### src/rtl/evt_status_pkg.sv
package evt_status_pkg;

  localparam int unsigned DEF_STAT_W = 32;
  localparam int unsigned DEF_NUM_CH = 3;

  // next value of a sticky flag: hardware set beats software clear
  function automatic logic sticky_next(input logic cur, input logic hw_set,
                                       input logic sw_clr);
    if (hw_set) return 1'b1;
    if (sw_clr) return 1'b0;
    return cur;
  endfunction

endpackage

### src/rtl/evt_sticky_flag.sv
module evt_sticky_flag
  import evt_status_pkg::*;
(
  input  logic clk,
  input  logic rst,
  input  logic hw_set,
  input  logic sw_clr,
  output logic flag
);

  always_ff @(posedge clk) begin
    if (rst) flag <= 1'b0;
    else     flag <= sticky_next(flag, hw_set, sw_clr);
  end

  p_set_wins_r5: assert property (@(posedge clk) disable iff (rst)
    hw_set |=> flag);

  p_w1c_r4: assert property (@(posedge clk) disable iff (rst)
    (sw_clr && !hw_set) |=> !flag);

  p_hold_r4: assert property (@(posedge clk) disable iff (rst)
    (!sw_clr && !hw_set) |=> $stable(flag));

endmodule

### src/rtl/evt_sync_edge.sv
module evt_sync_edge #(
  parameter int unsigned STAGES = 2
) (
  input  logic clk,
  input  logic rst,
  input  logic async_in,
  output logic rise
);

  localparam int unsigned LAST = STAGES;

  logic [LAST:0] shreg;

  always_ff @(posedge clk) begin
    if (rst) shreg <= '0;
    else     shreg <= {shreg[LAST-1:0], async_in};
  end

  assign rise = shreg[LAST-1] & ~shreg[LAST];

  // an edge produces a single-cycle pulse
  p_single_pulse_r6: assert property (@(posedge clk) disable iff (rst)
    rise |=> !rise);

endmodule

### src/rtl/evt_chan_accum.sv
module evt_chan_accum (
  input  logic clk,
  input  logic rst,
  input  logic strobe,
  input  logic tick,
  input  logic sw_clr,
  output logic flag,
  output logic post
);

  logic pend;

  always_ff @(posedge clk) begin
    if (rst)       pend <= 1'b0;
    else if (tick) pend <= strobe;
    else           pend <= pend | strobe;
  end

  assign post = tick & pend;

  evt_sticky_flag u_flag (
    .clk    (clk),
    .rst    (rst),
    .hw_set (post),
    .sw_clr (sw_clr),
    .flag   (flag)
  );

  p_defer_r3: assert property (@(posedge clk) disable iff (rst)
    (tick && strobe) |=> pend);

  p_drain_r2: assert property (@(posedge clk) disable iff (rst)
    (tick && !strobe) |=> !pend);

  p_keep_r2: assert property (@(posedge clk) disable iff (rst)
    (!tick && pend) |=> pend);

  p_post_only_on_tick_r2: assert property (@(posedge clk) disable iff (rst)
    $rose(flag) |-> $past(tick));

endmodule

### src/rtl/evt_status_reg.sv
module evt_status_reg
  import evt_status_pkg::*;
#(
  parameter int unsigned NUM_CH      = DEF_NUM_CH,
  parameter int unsigned STAT_W      = DEF_STAT_W,
  parameter int unsigned SYNC_STAGES = 2
) (
  input  logic              clk,
  input  logic              rst,
  input  logic [NUM_CH-1:0] evt_strobe,
  input  logic              sec_tick,
  input  logic              gp_clr_async,
  input  logic [NUM_CH:0]   wake_en,
  input  logic              bus_wr,
  input  logic [STAT_W-1:0] bus_wdata,
  output logic [STAT_W-1:0] bus_rdata,
  output logic              irq
);

  localparam int unsigned GP_BIT   = NUM_CH;
  localparam int unsigned WAKE_BIT = STAT_W - 1;
  localparam int unsigned RSV_W    = STAT_W - NUM_CH - 2;

  logic [NUM_CH-1:0] ch_flag;
  logic [NUM_CH-1:0] ch_post;
  logic              gp_rise;
  logic              gp_flag;
  logic              wake_flag;
  logic              wake_set;
  logic              unused_rsv_bits;

  genvar gi;
  generate
    for (gi = 0; gi < NUM_CH; gi++) begin : g_ch
      evt_chan_accum u_ch (
        .clk    (clk),
        .rst    (rst),
        .strobe (evt_strobe[gi]),
        .tick   (sec_tick),
        .sw_clr (bus_wr & bus_wdata[gi]),
        .flag   (ch_flag[gi]),
        .post   (ch_post[gi])
      );
    end
  endgenerate

  evt_sync_edge #(.STAGES(SYNC_STAGES)) u_gp_sync (
    .clk      (clk),
    .rst      (rst),
    .async_in (gp_clr_async),
    .rise     (gp_rise)
  );

  evt_sticky_flag u_gp (
    .clk    (clk),
    .rst    (rst),
    .hw_set (gp_rise),
    .sw_clr (bus_wr & bus_wdata[GP_BIT]),
    .flag   (gp_flag)
  );

  assign wake_set = (|(ch_post & wake_en[NUM_CH-1:0])) | (gp_rise & wake_en[NUM_CH]);

  evt_sticky_flag u_wake (
    .clk    (clk),
    .rst    (rst),
    .hw_set (wake_set),
    .sw_clr (bus_wr & bus_wdata[WAKE_BIT]),
    .flag   (wake_flag)
  );

  assign unused_rsv_bits = ^bus_wdata[WAKE_BIT-1:GP_BIT+1];

  assign bus_rdata = {wake_flag, {RSV_W{1'b0}}, gp_flag, ch_flag};
  assign irq       = wake_flag;

  // wakeup only rises alongside an enabled source flag being set
  p_wake_cause_r7: assert property (@(posedge clk) disable iff (rst)
    $rose(irq) |-> (|(bus_rdata[GP_BIT:0] & $past(wake_en))));

  // bank-clear flag only rises after a synchronised edge
  p_gp_cause_r6: assert property (@(posedge clk) disable iff (rst)
    $rose(gp_flag) |-> $past(gp_rise));

endmodule

### config.mk
export PLATFORM = sky130hd
export DESIGN_NAME = evt_status_reg
export DESIGN_NICKNAME = d
export VERILOG_FILES = /design/src/rtl/evt_status_pkg.sv /design/src/rtl/evt_sticky_flag.sv /design/src/rtl/evt_sync_edge.sv /design/src/rtl/evt_chan_accum.sv /design/src/rtl/evt_status_reg.sv
export SDC_FILE = /design/constraint.sdc
export NUM_CORES = 1
export LEC_CHECK = 0
export BUFFER_PORTS_ARGS = -buffer_cell sky130_fd_sc_hd__buf_4
export CAP_MARGIN = 20
export CORE_MARGIN = 1
export CORE_UTILIZATION = 33
export CTS_CLUSTER_SIZE = 14
export DETAILED_ROUTE_END_ITERATION = 7
export PLACE_DENSITY = 0.82
export SLEW_MARGIN = 20
export SYNTH_ARGS = -nofsm -noshare
export SYNTH_HDL_FRONTEND = slang
export SYNTH_SLANG_ARGS = --single-unit
export TNS_END_PERCENT = 50
### constraint.sdc
create_clock -name clk -period 1.45 [get_ports clk]
set_input_delay 0.0725 -clock clk [delete_from_list [all_inputs] [get_ports clk]]
set_output_delay 0.0725 -clock clk [all_outputs]
set_load 0.01 [all_outputs]
# After elaboration in Yosys (flattened, before gate mapping)

Index checks and enable logic that the tools add are counted.

Register bits after elaboration: 11
Output and inout port bits: 33

Muxes and demuxes: 48
Bitwise operators: 16
Reductions and logical operators: 6

Operator list:

| cell               | count |
|---|---|
| 1-bit two-way mux  | 48 |
| 1-bit AND          | 10 |
| 2-bit nonzero test | 5 |
| 1-bit OR           | 4 |
| 3-bit AND          | 1 |
| 3-bit OR reduction | 1 |
| 1-bit inverter     | 1 |

# Longest topological paths before layout

Depth after elaboration: 10
Depth in mapped cells: 3

# Hierarchy

From an unflattened synthesis, not the netlist that was laid out.

Cell total of the unflattened synthesis: 80
Area, all modules: 691.9 sq um

By module, submodules not included:

| module          | instances | cells each | area each (sq um) | seq. area each (sq um) |
|---|---|---|---|---|
| evt_status_reg  | 1         | 38         | 271.5             | 0.0 |
| evt_sticky_flag | 5         | 4          | 38.8              | 20.0 |
| evt_chan_accum  | 3         | 5          | 46.3              | 20.0 |
| evt_sync_edge   | 1         | 7          | 87.6              | 60.1 |

# Worst setup path before layout

OpenSTA, ideal clock, no wires.

Path type: register to register
Start point: reg g_ch[0].u_ch.pend
End point: reg u_wake.flag
Setup time: 0.123 ns
Arrival time: 0.742 ns
Path slack: 0.586 ns
Cell stages (with the launch flop): 4
Buffers on the path: 0
Path through: dfxtp_1 > a222oi_1 > nand2b_1 > a21oi_1

Cells in the longest elaborated chain, start to end: 7
Elaborated cells between the ends (all ways): 8
Those cells by class: mux: 3; bitwise: 3; reduce/logical: 2

Ends and longest elaborated chain:

| item                                                           | line                  | RTL |
|---|---|---|
| start: declaration                                             | evt_chan_accum.sv:11  | `logic pend;` |
| start signal: assignment                                       | evt_chan_accum.sv:15  | `else if (tick) pend <= strobe;` |
| start signal: assignment                                       | evt_chan_accum.sv:16  | `else pend <= pend \| strobe;` |
| 1-bit AND *                                                    | evt_chan_accum.sv:19  | `assign post = tick & pend;` |
| 3-bit AND *                                                    | evt_status_reg.sv:62  | `assign wake_set = (\|(ch_post & wake_en[NUM_CH-1:0])) \| (gp_rise & wake_en[NUM_CH]);` |
| 3-bit OR reduction *                                           | evt_status_reg.sv:62  |  |
| 1-bit OR *                                                     | evt_status_reg.sv:62  |  |
| 1-bit two-way mux *                                            | evt_status_pkg.sv:9   | `if (hw_set) return 1'b1;` |
| 1-bit two-way mux *                                            | evt_sticky_flag.sv:12 | `if (rst) flag <= 1'b0;` |
| 1-bit two-way mux / 2-bit nonzero test (equally long branches) | --                    |  |
| end signal: assignment                                         | evt_sticky_flag.sv:13 | `else flag <= sticky_next(flag, hw_set, sw_clr);` |
| end: declaration                                               | evt_sticky_flag.sv:8  | `output logic flag` |

Mark *: on every way between the ends. The rest lies on a longest branch, timed or not. The select of a mux whose other input is x is not followed.
A chain may end at the register's enable or synchronous reset.

# Worst setup path after layout

Ends and elaborated chain as after synthesis.

==> out/metrics.csv <==
metric,value,unit
critical_path_class,reg2reg,
syn_area,614,um2
layout-drive-gt1-share,26.6,%
synth_top_cell_by_area,buf_4,
fin_util,41.1,%
synth_edf_count,0,
holdBufCountCts,2,
overflow,0,
fmax,1.03,GHz
nets,139,
insertion_delay,0.28,ns
ir_worst_vdd,0.000545,V
endpoint,u_wake.flag,
p_int,0.484,mW
detailedPlace.worstSlack,0.490,ns
syn_inst,73,
setup_tns,0,ns
yosys_register_bits,11,
hold_path_class,in2reg,
h-tree-depth,1,
drt_pre_antenna_iters,4,
dp_cells,113,
yosysMostFrequentCell,buf_4,
critPathLaunchType,flip-flop,
synth_mux_area_share,0,%
worst-endpoint-arrival,1.14,ns
failed_checks,negative hold slack,
leakage,0.368,nW
slew_viol_final,0,
start_util,35.6,%
cts_setup_buffers,0,
cts_resized,0,
grt_max_degree,12,
place_hpwl,804,um
ff2ff_path_depth,3,
core.rowCount,15,
r2r_start,g_ch[0].u_ch.pend,
synth_compound_area_share,10.6,%
regToRegEndpoint,u_wake.flag,
cp-startpoint,g_ch[0].u_ch.pend,
clock-sinks,11,
power_frac_comb,18.5,%
grt_usage,10.7,%
drt_iter0_markers,7,
finalCriticalPeriod,0.971,ns
power.share.sequential,48.9,%
hold_viol,1,
wl_per_cell,8.69,um
syn_area_per_cell,8.42,um2
path_max_fanout,3,
grt_antenna_before_repair,0,
async_flop_share,0,%
cts_buffers,3,
grt_first_pass_wirelength,1460,um
min_from,evt_strobe[1],
drc,0,
drv_cap,0,
ant_nets,0,
yosysWarnings,0,
io_pins,77,
finClkSkew,0.00218,ns
synth_top_area_share,39.1,%
ys_types,12,
worstSetupEndpointType,flip-flop,
stdcell_count,119,
power_density,949,nW/um2
ys_seq_area_share,35.8,%
clkSlewWorstSetupHoldPaths,0.07,ns
synth-main-ff-cell,dfxtp_1,
fillers,187,
cts-root-buf,clkbuf_4,
fin_crit_sh,67.0,%
synth-xor-area-share,0,%
die_w,45.1,um
reg2reg_slack,0.48,ns
globalplace.congestion,0.698,
hold_ws,-0.000508,ns
clock_power_share,32.6,%
synth_area_leaders,"buf_4 39%, dfxtp_1 36%, a22oi_1 4.9%",
cts_tree,built,
n_antenna_cell,0,
synth_common_cells,"32 x buf_4, 11 x dfxtp_1, 7 x nor2_1, 5 x a21oi_1, 5 x nand2_1",
status,"finished, violations left",
setup_viol,0,
area_delta_synth_final,15.5,%
dieArea,2040,um2
drt_wl_total,1030,um
viasPerCell,3.84,
synth_top_family_by_area,buffers and inverters,
critPathRequiredTime,1.62,ns
timing.final.ws_setup,0.479,ns
vias,457,
cts_max_path_buffers,2,
synth-simple-area-share,12.4,%
synth_fa_ha_area_share,0,%
grt_pass1_vias,349,
grt_setup_unrepaired,false,
die-height,45.1,um
swShare,28.1,%
core,1730,um2
io_buffers,22,
p_switching,0.189,mW
-- per-layer routing --
metal | up-vias | GRT usage (%) | part of all wire [%]
met5 | - | 0 | 0
met4 | 0 | 7.27 | 2.8
met3 | 5 | 6.00 | 12
met2 | 37 | 16.5 | 46
met1 | 200 | 11.0 | 39
li1 | 215 | - | -
-- power by group through the flow --
stage / registers (mW) / clock network (mW) / logic (mW)
5_1_grt: 0.331 / 0.235 / 0.139
4_1_cts: 0.329 / 0.225 / 0.124
2_1_floorplan: 0.334 / 0 / 0.128
6_report: 0.329 / 0.219 / 0.125
3_3_place_gp: 0.335 / 0 / 0.118
3_5_place_dp: 0.336 / 0 / 0.120
-- critical path: stages, from the launching register on --
cell	delay, ns
dfxtp_1	0.34
a222oi_1	0.32
nand2b_1	0.15
a21oi_1	0.06
-- state kept, by name, summed over array words and instances (netlist names) --
name and cells:
g_ch.u_ch.pend 3, g_ch.u_ch.u_flag.flag 3, u_gp_sync.shreg 3, u_gp.flag 1, u_wake.flag 1
-- cells in the final DEF (no fill, tap or decap) --
cell           Yosys  layout
nand2_1            5       5
clkbuf_1           0       1
nor2_1             7       7
nor2b_1            4       4
clkbuf_4           0       3
nand2b_1           1       1
a222oi_1           1       1
a21oi_1            5       5
dfxtp_1           11      11
a22oi_1            4       4
buf_4             32      22
conb_1             1      27
dlygate4sd3_1      0       2
inv_1              1       1
-- final cells by class --
| class | count | area (um2) | share of cell area (%) |
|---|---|---|---|
| Inverter | 1 | 3.75 | 0.529 |
| Sequential cell | 11 | 220 | 31.0 |
| Clock buffer | 4 | 26.3 | 3.70 |
| Multi-Input combinational cell | 54 | 243 | 34.2 |
| Tap cell | 25 | 31.3 | 4.41 |
| Timing Repair Buffer | 24 | 185 | 26.1 |
-- stage by stage --
stage,area [um2],power [mW]
2_1_floorplan,712,0.462
3_3_place_gp,663,0.452
3_5_place_dp,663,0.455
4_1_cts,709,0.678
5_1_grt,709,0.705
6_report,709,0.673
-- worst min-delay path by stage --
stage               cells after the start                  to
floorplan                               1  u_gp_sync.shreg[0]
global placement                        3   g_ch[1].u_ch.pend
global route                            3   g_ch[1].u_ch.pend
CTS                                     3   g_ch[1].u_ch.pend
detailed placement                      2  u_gp_sync.shreg[0]
finish                                  3   g_ch[1].u_ch.pend
-- kinds of logic (layout without fill, tap and decap cells) --
kind of cell           Yosys count  in the layout
buffers and inverters           34             29
AND/OR/NAND/NOR                 17             17
flip-flops                      11             11
AO/OA/AOI/OAI                   10             10
other                            1             27
Power figures use the tool's default switching activity.
